<file path="src/rtl/irqc_pkg.sv">
package irqc_pkg;
  localparam int ADDR_W  = 6;
  localparam int NUM_CTL = 7;
  localparam logic [3:0] G_TRIGLO = 4'd0;
  localparam logic [3:0] G_TRIGMID = 4'd1;
  localparam logic [3:0] G_TRIGHI = 4'd2;
  localparam logic [3:0] G_MASK = 4'd3;
  localparam logic [3:0] G_WAKE = 4'd4;
  localparam logic [3:0] G_ASGN = 4'd5;
  localparam logic [3:0] G_SRCSEL = 4'd6;
  localparam logic [3:0] G_RISE = 4'd7;
  localparam logic [3:0] G_FALL = 4'd8;
  localparam logic [3:0] G_PEND0 = 4'd9;
  localparam logic [3:0] G_PEND1 = 4'd10;
  localparam logic [3:0] G_TEST = 4'd11;

  typedef struct packed {
    logic [NUM_CTL-1:0] setEn;
    logic [NUM_CTL-1:0] clrEn;
    logic               riseClr;
    logic               fallClr;
    logic               testWr;
    logic [3:0]         rdGroup;
  } busStrobe_t;
endpackage

</file>
<file path="src/rtl/irqc_ctrl.sv">
module irqc_ctrl
  import irqc_pkg::*;
(
  input  logic [ADDR_W-1:0] busAddr,
  input  logic              busWrEn,
  output busStrobe_t        strb
);
  logic [3:0] group;
  logic [1:0] sub;

  assign group = busAddr[ADDR_W-1:2];
  assign sub   = busAddr[1:0];

  always_comb begin
    strb = '0;
    strb.rdGroup = group;
    if (busWrEn) begin
      for (int g = 0; g < NUM_CTL; g++) begin
        if (group == 4'(g)) begin
          strb.setEn[g] = (sub == 2'd1);
          strb.clrEn[g] = (sub == 2'd2);
        end
      end
      strb.riseClr = (group == G_RISE) && (sub == 2'd2);
      strb.fallClr = (group == G_FALL) && (sub == 2'd2);
      strb.testWr  = (group == G_TEST) && (sub == 2'd1);
    end
  end
endmodule

</file>
<file path="src/rtl/irqc_datapath.sv">
module irqc_datapath
  import irqc_pkg::*;
#(
  parameter int NUM_SRC = 32
) (
  input  logic               clk,
  input  logic               rstN,
  input  logic [NUM_SRC-1:0] srcIn,
  input  logic [NUM_SRC-1:0] wrData,
  input  busStrobe_t         strb,
  output logic [NUM_SRC-1:0] rdData,
  output logic               req0,
  output logic               req1,
  output logic               wakeOut
);
  logic [NUM_SRC-1:0] ctlReg [NUM_CTL];
  logic [NUM_SRC-1:0] syncA, syncB, syncPrev;
  logic [NUM_SRC-1:0] riseLat, fallLat, riseDet, fallDet;
  logic [NUM_SRC-1:0] pend, pend0, pend1, testReg;

  // control registers with set/clear write ports
  for (genvar g = 0; g < NUM_CTL; g++) begin : gCtl
    always_ff @(posedge clk) begin
      if (!rstN) ctlReg[g] <= '0;
      else if (strb.setEn[g]) ctlReg[g] <= ctlReg[g] | wrData;
      else if (strb.clrEn[g]) ctlReg[g] <= ctlReg[g] & ~wrData;
    end
    a_r3_set_bits: assert property (@(posedge clk) disable iff (!rstN)
      strb.setEn[g] |=> ((ctlReg[g] & $past(wrData)) == $past(wrData)) &&
                        ((ctlReg[g] & ~$past(wrData)) == ($past(ctlReg[g]) & ~$past(wrData))));
    a_r3_clr_bits: assert property (@(posedge clk) disable iff (!rstN)
      strb.clrEn[g] |=> ((ctlReg[g] & $past(wrData)) == '0) &&
                        ((ctlReg[g] & ~$past(wrData)) == ($past(ctlReg[g]) & ~$past(wrData))));
  end

  // two-flop synchroniser plus one history stage for edge detection
  always_ff @(posedge clk) begin
    if (!rstN) begin
      syncA <= '0;
      syncB <= '0;
      syncPrev <= '0;
    end else begin
      syncA <= srcIn;
      syncB <= syncA;
      syncPrev <= syncB;
    end
  end

  // per-source qualification
  for (genvar i = 0; i < NUM_SRC; i++) begin : gSrc
    logic lo, mid, hi, lvlHit, edgeHit;
    assign lo  = ctlReg[G_TRIGLO][i];
    assign mid = ctlReg[G_TRIGMID][i];
    assign hi  = ctlReg[G_TRIGHI][i];
    assign riseDet[i] = ~hi & lo & syncB[i] & ~syncPrev[i];
    assign fallDet[i] = ~hi & mid & ~syncB[i] & syncPrev[i];
    assign lvlHit  = hi & (lo ^ mid) & (lo ? syncB[i] : ~syncB[i]);
    assign edgeHit = ~hi & ((lo & riseLat[i]) | (mid & fallLat[i]));
    assign pend[i] = lvlHit | edgeHit;
  end

  // capture latches: a new edge beats a same-cycle clear
  always_ff @(posedge clk) begin
    if (!rstN) begin
      riseLat <= '0;
      fallLat <= '0;
    end else begin
      riseLat <= (riseLat & ~(strb.riseClr ? wrData : '0)) | riseDet;
      fallLat <= (fallLat & ~(strb.fallClr ? wrData : '0)) | fallDet;
    end
  end

  a_r10_rise_capture_wins: assert property (@(posedge clk) disable iff (!rstN)
    (riseDet != '0) |=> ((riseLat & $past(riseDet)) == $past(riseDet)));
  a_r10_fall_capture_wins: assert property (@(posedge clk) disable iff (!rstN)
    (fallDet != '0) |=> ((fallLat & $past(fallDet)) == $past(fallDet)));

  always_ff @(posedge clk) begin
    if (!rstN) testReg <= '0;
    else if (strb.testWr) testReg <= wrData;
  end

  // routing and outputs
  assign pend0   = pend & ctlReg[G_MASK] & ctlReg[G_ASGN];
  assign pend1   = pend & ctlReg[G_MASK] & ~ctlReg[G_ASGN];
  assign req0    = |pend0;
  assign req1    = |pend1;
  assign wakeOut = |(pend & ctlReg[G_WAKE]);

  a_r5_masked_quiet: assert property (@(posedge clk) disable iff (!rstN)
    (ctlReg[G_MASK] == '0) |-> (!req0 && !req1));
  a_r6_req0_needs_assign: assert property (@(posedge clk) disable iff (!rstN)
    req0 |-> (ctlReg[G_ASGN] != '0));
  a_r8_wake_needs_enable: assert property (@(posedge clk) disable iff (!rstN)
    (ctlReg[G_WAKE] == '0) |-> !wakeOut);

  always_comb begin
    rdData = '0;
    case (strb.rdGroup)
      G_TRIGLO:  rdData = ctlReg[G_TRIGLO];
      G_TRIGMID: rdData = ctlReg[G_TRIGMID];
      G_TRIGHI:  rdData = ctlReg[G_TRIGHI];
      G_MASK:    rdData = ctlReg[G_MASK];
      G_WAKE:    rdData = ctlReg[G_WAKE];
      G_ASGN:    rdData = ctlReg[G_ASGN];
      G_SRCSEL:  rdData = ctlReg[G_SRCSEL];
      G_RISE:    rdData = riseLat;
      G_FALL:    rdData = fallLat;
      G_PEND0:   rdData = pend0;
      G_PEND1:   rdData = pend1;
      G_TEST:    rdData = testReg;
      default:   rdData = '0;
    endcase
  end
endmodule

</file>
<file path="src/rtl/irq_ctrl.sv">
module irq_ctrl
  import irqc_pkg::*;
#(
  parameter int NUM_SRC = 32
) (
  input  logic               clk,
  input  logic               rstN,
  input  logic [NUM_SRC-1:0] srcIn,
  input  logic [ADDR_W-1:0]  busAddr,
  input  logic               busWrEn,
  input  logic [NUM_SRC-1:0] busWrData,
  output logic [NUM_SRC-1:0] busRdData,
  output logic               req0,
  output logic               req1,
  output logic               wakeOut
);
  busStrobe_t strb;

  irqc_ctrl uCtrl (
    .busAddr (busAddr),
    .busWrEn (busWrEn),
    .strb    (strb)
  );

  irqc_datapath #(.NUM_SRC(NUM_SRC)) uData (
    .clk     (clk),
    .rstN    (rstN),
    .srcIn   (srcIn),
    .wrData  (busWrData),
    .strb    (strb),
    .rdData  (busRdData),
    .req0    (req0),
    .req1    (req1),
    .wakeOut (wakeOut)
  );
endmodule

</file>
<file path="config.mk">
export PLATFORM = sky130hd
export DESIGN_NAME = irq_ctrl
export DESIGN_NICKNAME = d
export VERILOG_FILES = /design/src/rtl/irqc_pkg.sv /design/src/rtl/irqc_ctrl.sv /design/src/rtl/irqc_datapath.sv /design/src/rtl/irq_ctrl.sv
export SDC_FILE = /design/constraint.sdc
export NUM_CORES = 1
export LEC_CHECK = 0
export BUFFER_PORTS_ARGS = -buffer_cell sky130_fd_sc_hd__buf_2
export CAP_MARGIN = 20
export CORE_ASPECT_RATIO = 0.8
export CORE_UTILIZATION = 45
export DETAILED_ROUTE_END_ITERATION = 16
export MAX_ROUTING_LAYER = met4
export PLACE_DENSITY_LB_ADDON = 0.1
export SLEW_MARGIN = 20
export SYNTH_ARGS = -nofsm -noshare
export SYNTH_HDL_FRONTEND = slang
export SYNTH_SLANG_ARGS = --single-unit
export TNS_END_PERCENT = 100
</file>
<file path="constraint.sdc">
create_clock -name clk -period 4.3 [get_ports clk]
set_clock_uncertainty 0.2 [all_clocks]
set_input_delay 0.86 -clock clk [delete_from_list [all_inputs] [get_ports clk]]
set_output_delay 0.86 -clock clk [all_outputs]
set_load 0.01 [all_outputs]
</file>
======== Word-level counts from Yosys, hierarchy flattened ========
Memories as Yosys holds them, arrays and structs flattened.
Cells that the tools add are included.
word-level totals
  register bits ........................... 192
  bits in writable memories ............... 224
  bits of input ports ..................... 73
  output and inout bits ................... 35
  logic and storage cells ................. 725
  memories ................................ 1
cells by class
  equal/unequal tests ..................... 13
  muxes and demuxes ....................... 114
  bitwise operators ....................... 584
  reduce and logical (&&, ||, !) cells .... 7
memory list
  memory        depth  width  rd ports  clocked after memory_dff  wr ports  line                 text
  uData.ctlReg  7      32     7         0                         7         irqc_datapath.sv:16  logic [NUM_SRC-1:0] ctlReg [NUM_CTL];
operator list
  cell                count
  $mux 32             16
  $and 32x32->32      13
  $pmux 32 s12        1
  $and 1x1->1         352
  $or 32x32->32       9
  $not 32->32         4
  $mux 1              96
  $not 1->1           96
  $reduce_or 32->1    3
  $or 1x1->1          78
  $xor 1x1->1         32
  $mux 17             1
  $eq 4x3->1 const B  4
  $eq 4x4->1 const B  4
  $eq 4x2->1 const B  2
  $eq 4x1->1 const B  1
  $logic_not 4->1     1
  $logic_and 1x1->1   3
  $eq 2x1->1 const B  1
  $eq 2x2->1 const B  1

======== Longest topological paths before layout ========
Gate-level depths: netlist of run 1.
  word-level depth ........................ 8
  depth in mapped cells ................... 10
  depth with buffers taken out ............ 6

======== Hierarchy ========
From an unflattened synthesis of run 1, not the netlist that was laid out.
second synthesis, totals
  cell total of the unflattened synthesis .. 2199
  area, all modules ....................... 21824.7 um2
by module, submodules not included
  module         instances  cells each  area each (um2)  sequential area each (um2)
  irqc_datapath  1          2167        21610.7          10570.1
  irqc_ctrl      1          32          214.0            0.0

======== Worst setup path before layout of run 1 ========
Ideal clock, no wire load.
  path kind ............................... input -> register
  start point ............................. input port busAddr[2]
  end point ............................... memory uData.ctlReg[0][0] (enable)
  library setup time ...................... 0.466 ns
  data arrival time ....................... 3.836 ns
  required time ........................... 3.634 ns
  path slack .............................. -0.201 ns
  stages on the path ...................... 5
  path buffers ............................ 2
  cell sequence ........................... buf_2 buf_4 nor2_1 nand2_1 o21ai_0
RTL lines
  element          line                 text
  start, declared  irq_ctrl.sv:9        input logic [ADDR_W-1:0] busAddr,
  end, declared    irqc_datapath.sv:16

==> results.py, run 1 <==
metrics = {
    "floorplanning": {
        "die_area_um2": 47180,
        "rows": 70,
        "coreArea_um2": 45720,
        "ios": 108,
        "die_y_um": 194.5,
        "die_x_um": 242.6,
        "start_util_pct": 45.58,
    },
    "detailed_routing": {
        "firstDrtPassIters": 8,
        "post_drt_via_cell_ratio": 6.602,
        "vias": 19320,
        "drtAntennaViolNets": 0,
        "drtIter0Drc": 2781,
        "drt_wl_total_mm": 83.81,
        "drc": 0,
        "routedWlPerCell_um": 28.64,
    },
    "synthesis": {
        "ys.flop_type": "edfxtp_1",
        "postSynth.asyncResetShare_pct": 0,
        "syn_avg_cell_area_um2": 9.434,
        "synthTopCellsByArea": "edfxtp_1 (32%), dfxtp_1 (18%), a211oi_1 (8.1%)",
        "synth_area_leader_cell": "edfxtp_1",
        "synthesis.area_um2": 20840,
        "synth_fp_nets": 2282,
        "synth_top_area_share_pct": 32.28,
        "synth_cells": 2209,
        "yosysUniqueCellTypes": 58,
        "ys_ff_latch": 416,
        "ys_seq_area_share_pct": 50.72,
        "synth_edf_count": 224,
        "yosys_warnings": 0,
    },
    "critical_path": {
        "path_delay_family": "compound AO/OA/AOI/OAI gates",
        "cp_num_buf_inv": 1,
        "reg2reg_depth": 3,
        "endpoint_kind": "primary output",
        "arrival_ns": 3.25,
        "slowest_stage": "edfxtp_1",
        "worstPathMaxFanout": 6,
        "cp.required_ns": 3.24,
        "crit_cells": 7,
        "critPathLaunchType": "flop",
        "cp_slowest_stage_delay_ns": 0.48,
        "path_cells": "a22oi_1, o211ai_1, a32oi_1, o221ai_1, nor4_2, nand4_1, buf_2",
        "worst-setup-path-type": "flop to primary output",
    },
    "placement": {
        "dp_hpwl_mm": 56.02,
        "dp_slack_ns": 0.1926,
        "routabilityCongestion": 1.007,
        "post_dp_cell_area_um2": 22320,
        "io_buffers": 107,
    },
    "power_and_ir_drop": {
        "power.density_nw_per_um2": 381.5,
        "p_leak_nw": 8.345,
        "total_power_mw": 9.057,
        "ir_worst_vdd_v": 0.0003097,
    },
    "cts": {
        "clock-sinks": 416,
        "cts_made_buffers": 45,
        "root_buffer": "clkbuf_16",
        "cts_tree": "yes",
        "clk_pin_slew_ns": 0.06,
        "cts.repair.resized": 1,
        "holdBufCountCts": 0,
        "cts_buffer_depth": 3,
        "clk_latency_ns": 0.58,
        "cts_setup_buffers": 0,
        "h-tree-depth": 2,
    },
    "run_status": {
        "violations": "negative setup slack",
        "outcome": "complete, but fails checks",
    },
    "timing": {
        "layout_min_cycle_time_ns": 4.309,
        "worst_pin_slew_ns": 1.002,
        "slew_violations": 0,
        "fin_setup_tns_ns": -0.009200,
        "period_share_pct": 100.2,
        "setup_viol": 1,
        "postLayoutSetupSlackWorst_ns": -0.009200,
        "whs_ns": 0.2282,
        "rsz0062_at_grt": "no",
        "fmax_ghz": 0.2321,
        "slew_headroom_pct": 33.18,
        "final_hold_viol_count": 0,
    },
    "finish": {
        "final_common_cell": "nor2_1",
        "final_area_um2": 23740,
        "layout_common_cells": "nor2_1 (331), nand2_1 (232), a211oi_1 (226), edfxtp_1 (224), dfxtp_1 (192)",
        "nNetsFinal": 2350,
        "drive_above_1_share_pct": 13.29,
        "syn2layout_area_growth_pct": 13.94,
    },
    "global_route": {
        "overflow": 0,
        "antenna_found_initial": 3,
        "track_usage_pct": 36.02,
        "grt_pass1_vias": 17630,
        "grt_max_degree": 74,
        "grt_pass1_wl_mm": 122.6,
    },
    "run": {
        "drv_cap": 0,
    },
    "hold_path": {
        "hold_path.class": "flop to flop",
        "hold_depth": 1,
    },
}
## final timing paths
| kind | to | start | slack [ns] |
|---|---|---|---|
| worst min register to register | uData.syncB[25] | uData.syncA[25] | 0.23 |
| worst max register to register | uData.fallLat[18] | uData.ctlReg[1][18] | 2.99 |
| worst min-delay path | uData.syncB[25] | uData.syncA[25] | 0.23 |
| worst max-delay path | req1 | uData.ctlReg[0][16] | -0.009 |
## layout make-up
| type | instances | area (um2) |
|---|---|---|
| fill | 4224 | 21980 |
| sequential | 416 | 10570 |
| multi-input combinational | 1588 | 9538 |
| timing repair buffer | 208 | 1388 |
| clock buffer | 65 | 1306 |
| tap | 612 | 765.7 |
| clock inverter | 15 | 97.59 |
| inverter | 18 | 67.56 |
| antenna | 4 | 10.01 |
## report_power, final
| group | switching, mW | internal, mW |
|---|---|---|
| clock | 1.67 | 2.16 |
| combinational | 0.514 | 0.236 |
| sequential | 0.165 | 4.31 |
| total | 2.35 | 6.71 |
## metrics by stage
| step | std cells | utilization [%] |
|---|---|---|
| after floorplan | 2209 | - |
| after global routing | 2925 | 51.93 |
| final | 2926 | 51.93 |
| after CTS | 2922 | 51.91 |
| after global placement | 2842 | 48.83 |
| after detailed placement | 2842 | 48.83 |
## cell usage after synthesis (all sizes together) (3+ instances only)
master / number
dfxtp: 192
o211ai: 40
nand3: 98
nand2b: 6
a32oi: 9
nand4b: 31
nand4: 16
nor2: 342
nor4bb: 32
nand4bb: 28
o22ai: 11
a22o: 27
a222oi: 13
inv: 18
edfxtp: 224
nor2b: 13
a31oi: 3
o221ai: 12
o21ai: 40
mux2: 3
a22oi: 111
nor4: 7
a21oi: 107
or4bb: 3
mux2i: 12
a221o: 3
a221oi: 19
and3: 8
buf: 62
and2: 103
clkbuf: 125
nor3: 14
nand2: 234
a211oi: 226
## cells by family after synthesis
kind of cell | after synthesis | synth area share [%]
flip-flops | 416 | 50.72
multiplexers | 15 | 0.7385
AND/OR/NAND/NOR | 944 | 22.86
buffers and inverters | 205 | 4.215
AO/OA/AOI/OAI | 629 | 21.46
## sequential cells by signal (all words and copies together), names as in the netlist
| register | flops |
|---|---|
| uData.ctlReg | 224 |
| uData.fallLat | 32 |
| uData.syncB | 32 |
| uData.testReg | 32 |
| uData.riseLat | 32 |
| uData.syncPrev | 32 |
| uData.syncA | 32 |
## routing by layer
layer,vias to the layer above,share of wire [%],track usage (%)
li1,8463,-,-
met1,9388,43,51.39
met2,1241,42,49.60
met3,225,11,6.669
met4,0,4.4,15.42
met5,-,0,-
Power figures use the tool's default switching activity.
==> run 2, diff against run 1 <==
Settings changed: RECOVER_POWER set to 100.
==> run 2 against run 1 <==
  * The run ends with max-capacitance violations, max-slew violations, negative setup slack left
  * Critical path depth stayed put
  * Count of clock-buffer cells in the layout stayed put
  * Register-to-register slack hardly changed
  * Clock power hardly changed
  * Utilization is 0.57 points lower
  * Final cell count hardly changed
==> results.py, run 2 (synthesis gave the netlist of run 1 again) <==
metrics = {
    "detailed_routing": {
        "post_drt_via_cell_ratio": 6.646,
        "drt_wl_total_mm": 83.84,
        "drtIter0Drc": 2682,
        "drtAntennaViolNets": 0,
        "drc": 0,
        "firstDrtPassIters": 7,
        "vias": 19440,
        "routedWlPerCell_um": 28.66,
    },
    "cts": {
        "holdBufCountCts": 0,
        "clk_pin_slew_ns": 0.06,
        "cts_tree": "yes",
        "cts_setup_buffers": 0,
        "clk_latency_ns": 0.58,
        "cts.repair.resized": 1,
        "cts_made_buffers": 45,
        "root_buffer": "clkbuf_16",
        "clock-sinks": 416,
        "cts_buffer_depth": 3,
        "h-tree-depth": 2,
    },
    "placement": {
        "dp_hpwl_mm": 56.02,
        "routabilityCongestion": 1.007,
        "io_buffers": 107,
        "placed_cells": 2842,
    },
    "critical_path": {
        "path_cells": "a22oi_1, o211ai_1, a32oi_1, o221ai_1, nor4_2, nand4_1, clkbuf_2",
        "cp_slowest_stage_delay_ns": 0.49,
        "cp.required_ns": 3.24,
        "path_delay_family": "compound AO/OA/AOI/OAI gates",
        "arrival_ns": 3.26,
        "endpoint_kind": "primary output",
        "cp_num_buf_inv": 1,
        "critPathLaunchType": "flop",
        "worst-setup-path-type": "flop to primary output",
        "worstPathMaxFanout": 6,
        "slowest_stage": "edfxtp_1",
    },
    "floorplanning": {
        "coreArea_um2": 45720,
        "start_util_pct": 45.58,
        "die_area_um2": 47180,
        "die_y_um": 194.5,
        "rows": 70,
        "die_x_um": 242.6,
        "ios": 108,
    },
    "finish": {
        "layout_common_cells": "nor2_1 (335), nand2_1 (233), a211oi_1 (226), edfxtp_1 (224), dfxtp_1 (192)",
        "largest_reg_flops": 224,
        "syn2layout_area_growth_pct": 12.67,
        "largest_register": "uData.ctlReg",
        "nNetsFinal": 2350,
        "final_common_cell": "nor2_1",
        "drive_above_1_share_pct": 10.91,
        "fill_cells": 4279,
        "stdcell_count": 2925,
        "multi_input_area_um2": 9425,
        "seq_area_um2": 10570,
    },
    "timing": {
        "slew_violations": 69,
        "worst_pin_slew_ns": 2.026,
        "layout_min_cycle_time_ns": 4.321,
        "whs_ns": 0.2260,
        "fmax_ghz": 0.2314,
        "rsz0062_at_grt": "no",
        "final_hold_viol_count": 0,
        "postLayoutSetupSlackWorst_ns": -0.02132,
        "period_share_pct": 100.5,
        "slew_headroom_pct": -35.04,
        "setup_viol": 2,
    },
    "global_route": {
        "track_usage_pct": 36.02,
        "grt_pass1_wl_mm": 122.6,
        "antenna_found_initial": 3,
        "overflow": 0,
        "grt_max_degree": 74,
        "grt_pass1_vias": 17630,
    },
    "power_and_ir_drop": {
        "total_power_mw": 9.030,
        "p_leak_nw": 8.098,
        "power.density_nw_per_um2": 384.6,
        "ir_worst_vdd_v": 0.0003095,
    },
    "run": {
        "drv_cap": 3,
    },
    "hold_path": {
        "hold_path.class": "flop to flop",
    },
    "run_status": {
        "outcome": "complete, but fails checks",
        "violations": "max-capacitance violations, max-slew violations, negative setup slack",
    },
}
run 2: metrics by stage:
step	instance area, um2	setup slack (ns)	setup TNS, ns	utilization, %
finish	23480	-0.02132	-0.02522	51.36
global route	23480	0.03091	0	51.36
CTS	23730	0.1212	0	51.91
detailed placement	22320	0.1926	0	48.83
global placement	22320	0.2265	0	48.83
floorplan	20840	0.6632	0	-
run 2: final timing paths:
kind	start	endpoint	slack, ns	cells past startpoint
min	uData.syncA[25]	uData.syncB[25]	0.23	1
min reg2reg	uData.syncA[25]	uData.syncB[25]	0.23	1
max	uData.ctlReg[0][16]	req1	-0.02	7
max reg2reg	uData.ctlReg[1][18]	uData.fallLat[18]	2.98	3
run 2: final cells by class:
type / instances / area share (%)
Antenna cell: 3 / 0.03197
Clock buffer: 65 / 5.563
Clock inverter: 15 / 0.4156
Inverter: 18 / 0.2878
Multi-Input combinational cell: 1588 / 40.14
Sequential cell: 416 / 45.02
Tap cell: 612 / 3.261
Timing Repair Buffer: 208 / 5.281
run 2: metal layers:
| layer | up-vias | share of wire (%) | GRT usage [%] |
|---|---|---|---|
| li1 | 8467 | - | - |
| met1 | 9438 | 43 | 51.39 |
| met2 | 1296 | 42 | 49.60 |
| met3 | 239 | 11 | 6.669 |
| met4 | 0 | 4.7 | 15.42 |
| met5 | - | 0 | - |
run 2: power by group:
part / switching, mW / total [mW] / internal [mW]
registers: 0.165 / 4.48 / 4.32
logic: 0.507 / 0.725 / 0.219
clock network: 1.66 / 3.82 / 2.16
total: 2.33 / 9.03 / 6.70
